**src/rtl/tmr_cmp_pkg.sv**
```systemverilog
`timescale 1ns/1ps
package tmr_cmp_pkg;
  typedef enum logic [2:0] {
    MD_FROZEN = 3'b000,
    MD_SET    = 3'b001,
    MD_CLR    = 3'b010,
    MD_TGL    = 3'b011,
    MD_FRC_LO = 3'b100,
    MD_FRC_HI = 3'b101,
    MD_PWM0   = 3'b110,
    MD_PWM1   = 3'b111
  } cmp_mode_e;
endpackage

```
**src/rtl/tmr_cmp_match.sv**
```systemverilog
`timescale 1ns/1ps
module tmr_cmp_match #(
  parameter int CNT_W = 16
) (
  input  logic [CNT_W-1:0] cnt_i,
  input  logic [CNT_W-1:0] cmp_i,
  output logic             eq_o,
  output logic             lt_o
);
  assign eq_o = (cnt_i == cmp_i);
  assign lt_o = (cnt_i < cmp_i);
endmodule

```
**src/rtl/tmr_cmp_clr.sv**
```systemverilog
`timescale 1ns/1ps
module tmr_cmp_clr (
  input  logic clk_i,
  input  logic rst_ni,
  input  logic set_i,
  input  logic upd_i,
  output logic hold_o,
  output logic act_o
);
  logic hold_q;

  always_ff @(posedge clk_i or negedge rst_ni) begin
    if (!rst_ni)    hold_q <= 1'b0;
    else if (set_i) hold_q <= 1'b1;
    else if (upd_i) hold_q <= 1'b0;
  end

  // update releases the hold in the same cycle
  assign act_o  = set_i | (hold_q & ~upd_i);
  assign hold_o = hold_q;

  a_r9_set_then_hold: assert property (@(posedge clk_i) disable iff (!rst_ni)
    set_i |=> hold_o);
endmodule

```
**src/rtl/tmr_cmp_out.sv**
```systemverilog
`timescale 1ns/1ps
module tmr_cmp_out
  import tmr_cmp_pkg::*;
#(
  parameter int CNT_W = 16
) (
  input  logic             clk_i,
  input  logic             rst_ni,
  input  logic             cnt_en_i,
  input  logic [CNT_W-1:0] cnt_i,
  input  logic [CNT_W-1:0] cmp_i,
  input  logic [2:0]       mode_i,
  input  logic             clr_en_i,
  input  logic             ext_clr_i,
  input  logic             upd_i,
  output logic             ref_o
);
  cmp_mode_e mode;
  logic eq, lt, clr_set, clr_hold, clr_act;
  logic ref_q, ref_d;

  assign mode    = cmp_mode_e'(mode_i);
  assign clr_set = clr_en_i & ext_clr_i;

  tmr_cmp_match #(.CNT_W(CNT_W)) u_match (
    .cnt_i (cnt_i),
    .cmp_i (cmp_i),
    .eq_o  (eq),
    .lt_o  (lt)
  );

  tmr_cmp_clr u_clr (
    .clk_i  (clk_i),
    .rst_ni (rst_ni),
    .set_i  (clr_set),
    .upd_i  (upd_i),
    .hold_o (clr_hold),
    .act_o  (clr_act)
  );

  always_comb begin
    ref_d = ref_q;
    if (clr_act) begin
      ref_d = 1'b0;
    end else begin
      unique case (mode)
        MD_FRC_LO: ref_d = 1'b0;
        MD_FRC_HI: ref_d = 1'b1;
        default: if (cnt_en_i) begin
          unique case (mode)
            MD_SET:  if (eq) ref_d = 1'b1;
            MD_CLR:  if (eq) ref_d = 1'b0;
            MD_TGL:  if (eq) ref_d = ~ref_q;
            MD_PWM0: ref_d = lt;
            MD_PWM1: ref_d = ~lt;
            default: ref_d = ref_q;
          endcase
        end
      endcase
    end
  end

  always_ff @(posedge clk_i or negedge rst_ni) begin
    if (!rst_ni) ref_q <= 1'b0;
    else         ref_q <= ref_d;
  end

  assign ref_o = ref_q;

  a_r8_clear_low: assert property (@(posedge clk_i) disable iff (!rst_ni)
    (clr_en_i && ext_clr_i) |=> !ref_o);

  a_r9_hold_low: assert property (@(posedge clk_i) disable iff (!rst_ni)
    (clr_hold && !upd_i) |=> !ref_o);

  a_r5_force_hi: assert property (@(posedge clk_i) disable iff (!rst_ni)
    (mode_i == 3'b101 && !clr_act) |=> ref_o);

  a_r4_toggle: assert property (@(posedge clk_i) disable iff (!rst_ni)
    (mode_i == 3'b011 && cnt_en_i && eq && !clr_act) |=> (ref_o != $past(ref_o)));

  a_r6_pwm0_below: assert property (@(posedge clk_i) disable iff (!rst_ni)
    (mode_i == 3'b110 && cnt_en_i && lt && !clr_act) |=> ref_o);

  a_r10_idle_stable: assert property (@(posedge clk_i) disable iff (!rst_ni)
    (!cnt_en_i && !clr_act && mode_i != 3'b100 && mode_i != 3'b101) |=> $stable(ref_o));
endmodule

```
**config.mk**
```make
export PLATFORM = sky130hd
export DESIGN_NAME = tmr_cmp_out
export DESIGN_NICKNAME = d
export VERILOG_FILES = /design/src/rtl/tmr_cmp_pkg.sv /design/src/rtl/tmr_cmp_match.sv /design/src/rtl/tmr_cmp_clr.sv /design/src/rtl/tmr_cmp_out.sv
export SDC_FILE = /design/constraint.sdc
export NUM_CORES = 1
export LEC_CHECK = 0
export BUFFER_PORTS_ARGS = -buffer_cell sky130_fd_sc_hd__buf_2
export CAP_MARGIN = 10
export CORE_MARGIN = 1
export CORE_UTILIZATION = 35
export DETAILED_ROUTE_END_ITERATION = 8
export HOLD_SLACK_MARGIN = 0.1
export PLACE_DENSITY = 0.75
export SLEW_MARGIN = 25
export SYNTH_ARGS = -nofsm -noshare
export SYNTH_HDL_FRONTEND = slang
export SYNTH_SLANG_ARGS = --single-unit
```
**constraint.sdc**
```tcl
create_clock -name clk_i -period 1.1 [get_ports clk_i]
set_clock_uncertainty 0.15 [all_clocks]
set_input_delay 0.11 -clock clk_i [delete_from_list [all_inputs] [get_ports clk_i]]
set_output_delay 0.11 -clock clk_i [all_outputs]
set_load 0.02 [all_outputs]
```
==> key figures, run 1 <==
Outcome
  – Outcome: finished with violations
  – Violated checks: setup timing

Detailed routing
  – DR pass1 iterations: 4
  – Iteration-0 DRC Markers: 5
  – Via Count: 714
  – DRC errors left: 0
  – Final ANT Viol Nets: 0
  – DRT Wirelength: 1492 um
  – Wire length per cell: 10.22 um
  – Vias per cell: 4.890

Die
  – Die Footprint: 1717 um2
  – Top-level port count: 42
  – Starting density of the core: 39.84%
  – Area of the core: 1366 um2
  – Chip height: 41.44 um
  – Die width: 41.44 um
  – Row count: 13

Global routing
  – Largest net degree at the start of global routing: 5
  – GRT Residual Overflow: 0
  – Met3 usage: 6.087%
  – Met2 usage: 34.69%
  – First-pass GRT wire length: 2566 um
  – Number of global-route vias before repair: 690
  – Layer with the highest usage: met2
  – M1 GR Usage: 19.47%
  – Total Routing Usage GR: 18.57%
  – Number of antenna violations at the first check in global routing: 0

Synth
  – Seq cells post-synth: 2
  – Share of the yosys chip area belonging to registers: 9.195%
  – Synth Warn #: 0
  – Mapped Area: 544.3 um2
  – Post-Synthesis Cells: 74
  – Syn avg cell area: 7.355 um2
  – Yosys cell types: 23
  – Synthesized Nets: 131

STA
  – Final setup violation count: 1
  – Post-layout min period: 1.486 ns
  – Worst rel slew slack: 83.61%
  – Slew Limit Fails: 0
  – Final WS setup: -0.3858 ns
  – RSZ-0062 raised after global routing: yes
  – Final hold vios: 0
  – Fmax: 673.1 MHz
  – TNS Setup: -0.3858 ns
  – Worst hold slack: 0.09183 ns
  – Worst slew pin tran: 0.2433 ns
  – Final Cycle Share: 135.1%

Clocking
  – Clock slew at reported path FFs: 0.03 ns
  – H-tree depth: 1
  – TritonCTS clock tree: done
  – Skew-Pair Late Insertion Delay: 0.22 ns
  – Clk sinks: 2
  – Clock tree root driver cell: clkbuf_4
  – Total CTS buffers: 3
  – Max Root-Sink Buffers: 2
  – Postcts setup bufs: 0

Finish
  – Layout Nets: 190
  – Area grow syn2layout: 100.0%
  – # diodes: 0
  – Post-route design area: 1089 um2
  – Most frequent cells in the layout: buf_2 (36), inv_1 (10), ha_4 (10)
  – Share of cells above drive strength 1: 59.54%
  – Footprint of the multi-input gates: 559.3 um2
  – FF/Latch Area: 50.05 um2
  – Most common cell after layout, fill and taps aside: buf_2
  – Fillers: 109
  – Final core utilization: 79.67%

Pwr
  – Power per cell area: 560.9 nW/um2
  – Peak supply drop: 0.0003142 V
  – Leakage power total: 0.5570 nW

Run
  – Max cap viols: 0

Place
  – IO buf count: 41
  – Hpwl dp: 1248 um
  – Placed Area: 973.4 um2
  – Dpl ws: -0.6887 ns
  – RePlAce Congestion: 0.7428

Setup path
  – Beginning of the critical path: cmp_i[13]
  – Kind of start point of the critical path: input port
  – Crit path kind: in -> reg
  – Critical Path RT: 1.05 ns
  – Critical Path AT: 1.43 ns
  – Crit path max fanout: 3
  – Worst r2r src: u_clr.hold_o
  – Critical Path End Type: flip-flop

Hold path
  – Hold path start: upd_i
  – Worst min-delay path category: in -> reg
-- power breakdown --
part           internal (mW)  leakage, nW  switching, mW
clock                  0.120       0.0138         0.0413
combinational          0.206        0.518          0.157
sequential            0.0813       0.0253        0.00444
-- area by class of cell --
cell class / count / share of cell area [%]
timing repair buffer: 54 / 31.61
clock buffer: 3 / 2.069
tap: 15 / 1.724
sequential: 2 / 4.598
inverter: 19 / 8.621
multi-input combinational: 53 / 51.38
-- stage by stage --
step	total power, mW	std cells
3_3_place_gp	0.4066	139
4_1_cts	0.6188	146
5_1_grt	0.6736	146
3_5_place_dp	0.4184	139
2_1_floorplan	0.2633	74
6_report	0.6105	146
-- flip-flops by register name (all words and copies together) (netlist names) --
signal        flops
ref_o             1
u_clr.hold_o      1
-- cell families (layout without fill, tap and decap cells) --
group	count (synthesis)	in the layout	synth area share, %
AOI/OAI and AO/OA	19	19	22.53
buffers and inverters	19	76	13.10
and+or+nand+nor	18	18	18.39
adders and majority gates	16	16	36.78
DFF	2	2	9.196
-- metal layers --
metal	share of wire, %	routed length, um
met2	51	757
met1	41	617
met3	6.9	103
met4	0.87	13
met5	0	0
-- worst max-delay path: stages --
cell	delay, ns
buf_6	0.09
inv_4	0.05
ha_4	0.19
nand4_1	0.16
nor2_1	0.06
a221o_1	0.34
o31a_1	0.24
o21ai_1	0.11
a31oi_1	0.08
-- worst paths after layout --
kind,endpoint,slack (ns),cells past startpoint
min in group asynchronous,u_clr.hold_o,0.59,3
max in group asynchronous,ref_o,0.08,3
setup / recovery,ref_o,-0.39,9
setup reg to reg,ref_o,-0.12,6
hold reg to reg,ref_o,0.50,2
hold / removal,u_clr.hold_o,0.09,3
-- Yosys cell counts (all sizes together) --
library cell,n,area [um2]
nor4,2,25.02
nand2,5,18.77
o21ai,4,20.01
a31oi,1,6.260
ha,16,200.2
inv,19,71.32
nor2b,1,6.260
a32oi,1,8.760
nand4,2,12.51
a21oi,7,38.79
o211ai,1,7.510
nand3,3,15.01
a221o,1,10.01
nand2b,1,6.260
a22oi,1,7.510
a21o,1,7.510
nor2,3,11.26
dfrtp,2,50.05
a21boi,1,7.510
o31a,1,8.760
nor3,1,5.000
-- what timing repair did --
action | CTS | global route
gates resized for setup | 11 | 0
setup endpoints to repair | 1 | 1
endpoints found under the hold margin | 4 | 0
pin swaps | 5 | 0
hold buffers | 4 | 0
Note: power is estimated with default switching activity, not from simulation.
==> run 2, diff against run 1 <==
--- a/config.mk
+++ b/config.mk
@@ -8,10 +8,10 @@
 export BUFFER_PORTS_ARGS = -buffer_cell sky130_fd_sc_hd__buf_2
 export CAP_MARGIN = 10
 export CORE_MARGIN = 1
-export CORE_UTILIZATION = 35
+export CORE_UTILIZATION = 38
 export DETAILED_ROUTE_END_ITERATION = 8
 export HOLD_SLACK_MARGIN = 0.1
-export PLACE_DENSITY = 0.75
+export PLACE_DENSITY = 0.77
 export SLEW_MARGIN = 25
 export SYNTH_ARGS = -nofsm -noshare
 export SYNTH_HDL_FRONTEND = slang
==> constraint.sdc (replaced) <==
create_clock -name clk_i -period 1.4 [get_ports clk_i]
set_clock_uncertainty 0.15 [all_clocks]
set_input_delay 0.14 -clock clk_i [delete_from_list [all_inputs] [get_ports clk_i]]
set_output_delay 0.14 -clock clk_i [all_outputs]
set_load 0.02 [all_outputs]
==> key figures, run 2 (synthesis gave the netlist of run 1 again) <==
STA
  – Worst slew pin tran: 0.2516 ns
  – Final Cycle Share: 114.1%
  – Worst hold slack: 0.1121 ns
  – TNS Setup: -0.1974 ns
  – Post-layout min period: 1.597 ns
  – Slew Limit Fails: 0
  – Worst rel slew slack: 83.09%
  – Final WS setup: -0.1974 ns
  – RSZ-0062 raised after global routing: yes
  – Fmax: 626.0 MHz
  – Final hold vios: 0
  – Final setup violation count: 1

Global routing
  – GRT Residual Overflow: 0
  – Number of global-route vias before repair: 599
  – Largest net degree at the start of global routing: 5
  – First-pass GRT wire length: 2159 um
  – Total Routing Usage GR: 20.28%
  – Number of antenna violations at the first check in global routing: 0

Setup path
  – Crit path max fanout: 2
  – Critical Path RT: 1.38 ns
  – Crit path kind: in -> reg
  – Kind of start point of the critical path: input port
  – Critical Path End Type: flip-flop
  – Worst reg2reg path depth: 6
  – Critical Path AT: 1.58 ns
  – FF-to-FF setup slack: 0.17 ns
  – Worst r2r src: u_clr.hold_o
  – R2R Path End: ref_o

Finish
  – Final core utilization: 77.11%
  – # diodes: 0
  – Fillers: 110
  – Footprint of the multi-input gates: 546.8 um2
  – Most frequent cells in the layout: buf_2 (40), inv_1 (11), ha_4 (9)
  – FF/Latch Area: 50.05 um2
  – Area grow syn2layout: 86.67%
  – Post-route design area: 1016 um2
  – Share of cells above drive strength 1: 56.69%
  – Layout Nets: 186
  – Most common cell after layout, fill and taps aside: buf_2

Die
  – Top-level port count: 42
  – Starting density of the core: 41.31%
  – Chip height: 39.85 um
  – Area of the core: 1318 um2
  – Die Footprint: 1588 um2
  – Row count: 13
  – Die width: 39.85 um

Clocking
  – Total CTS buffers: 3
  – Clk sinks: 2
  – H-tree depth: 1
  – Clock tree root driver cell: clkbuf_4
  – Max Root-Sink Buffers: 2
  – TritonCTS clock tree: done
  – Clock slew at reported path FFs: 0.03 ns
  – Skew-Pair Late Insertion Delay: 0.22 ns

Run
  – Max cap viols: 0

Detailed routing
  – Final ANT Viol Nets: 0
  – Routed wl met3: 86 um
  – Highest routing layer actually used: met4
  – Via Count: 706
  – DR pass1 iterations: 4
  – M1 WL: 591 um
  – DRT Wirelength: 1489 um
  – Met2 routed wirelength: 794 um
  – DRC errors left: 0
  – Iteration-0 DRC Markers: 6
  – Wire length per cell: 10.49 um
  – Vias per cell: 4.972

Outcome
  – Outcome: finished with violations
  – Violated checks: setup timing

Pwr
  – Power per cell area: 452.6 nW/um2
  – Switching power: 0.1550 mW
  – Pint: 0.3049 mW
  – Leakage power total: 0.5296 nW
  – Reg power frac: 14.7%
  – Switching Fraction: 33.70%
  – Total power draw: 0.4598 mW
  – Clock Power Share: 27.4%
  – Peak supply drop: 0.0003418 V
  – Combinational power share: 57.9%

Hold path
  – Endpoint, Worst Hold: u_clr.hold_o
  – Hold path start: upd_i
  – Hold path cells: 3
  – Worst min-delay path category: in -> reg

Place
  – IO buf count: 41
  – RePlAce Congestion: 0.6793
  – Hpwl dp: 1249 um
  – Placed Area: 943.4 um2
-- run 2: worst max-delay path by stage --
stage	start	end	slack [ns]	cells after the start
final	cmp_i[7]	ref_o	-0.20	9
after global routing	cmp_i[8]	ref_o	-0.28	9
after CTS	cnt_i[6]	ref_o	-0.19	8
after detailed placement	cmp_i[5]	ref_o	-0.47	9
after global placement	cmp_i[5]	ref_o	-0.40	9
after floorplan	cmp_i[5]	ref_o	-0.18	8
-- run 2: per-stage QoR --
step	cells	setup WS, ns
after detailed placement	135	-0.4735
after global placement	135	-0.4043
after global routing	142	-0.2769
final	142	-0.1974
after CTS	142	-0.1926
after floorplan	74	-0.1840
-- run 2: per-layer routing --
metal / vias to the layer above / track usage, %
met5: - / 0
li1: 368 / -
met4: 0 / 2.586
met2: 29 / 43.85
met3: 2 / 3.409
met1: 307 / 19.19
-- run 2: what timing repair did --
| action | CTS | global route |
|---|---|---|
| buffers inserted | 0 | 0 |
| hold buffers | 4 | 0 |
| gates resized for setup | 3 | 0 |
| setup endpoints to repair | 1 | 1 |
| endpoints found under the hold margin | 3 | 0 |
-- run 2: final cells by class --
cell class | count | area share, %
multi-input cells | 53 | 53.82
repair buffers | 50 | 28.45
flip-flops and latches | 2 | 4.926
inverters | 19 | 8.744
well taps | 15 | 1.847
clock buffers | 3 | 2.217
-- run 2: power by group through the flow --
stage	sequential, mW	combinational [mW]	clock [mW]
final	0.0674	0.266	0.126
after global routing	0.0681	0.301	0.131
after CTS	0.0673	0.268	0.129
after detailed placement	0.0683	0.255	0
after global placement	0.0678	0.245	0
after floorplan	0.0713	0.136	0
-- run 2: critical path, stage by stage --
cell	delay (ns)
buf_2	0.10
inv_4	0.03
ha_4	0.23
a21oi_2	0.12
o21ai_1	0.07
a221o_1	0.35
nor4_2	0.27
o21ai_1	0.11
a31oi_1	0.14
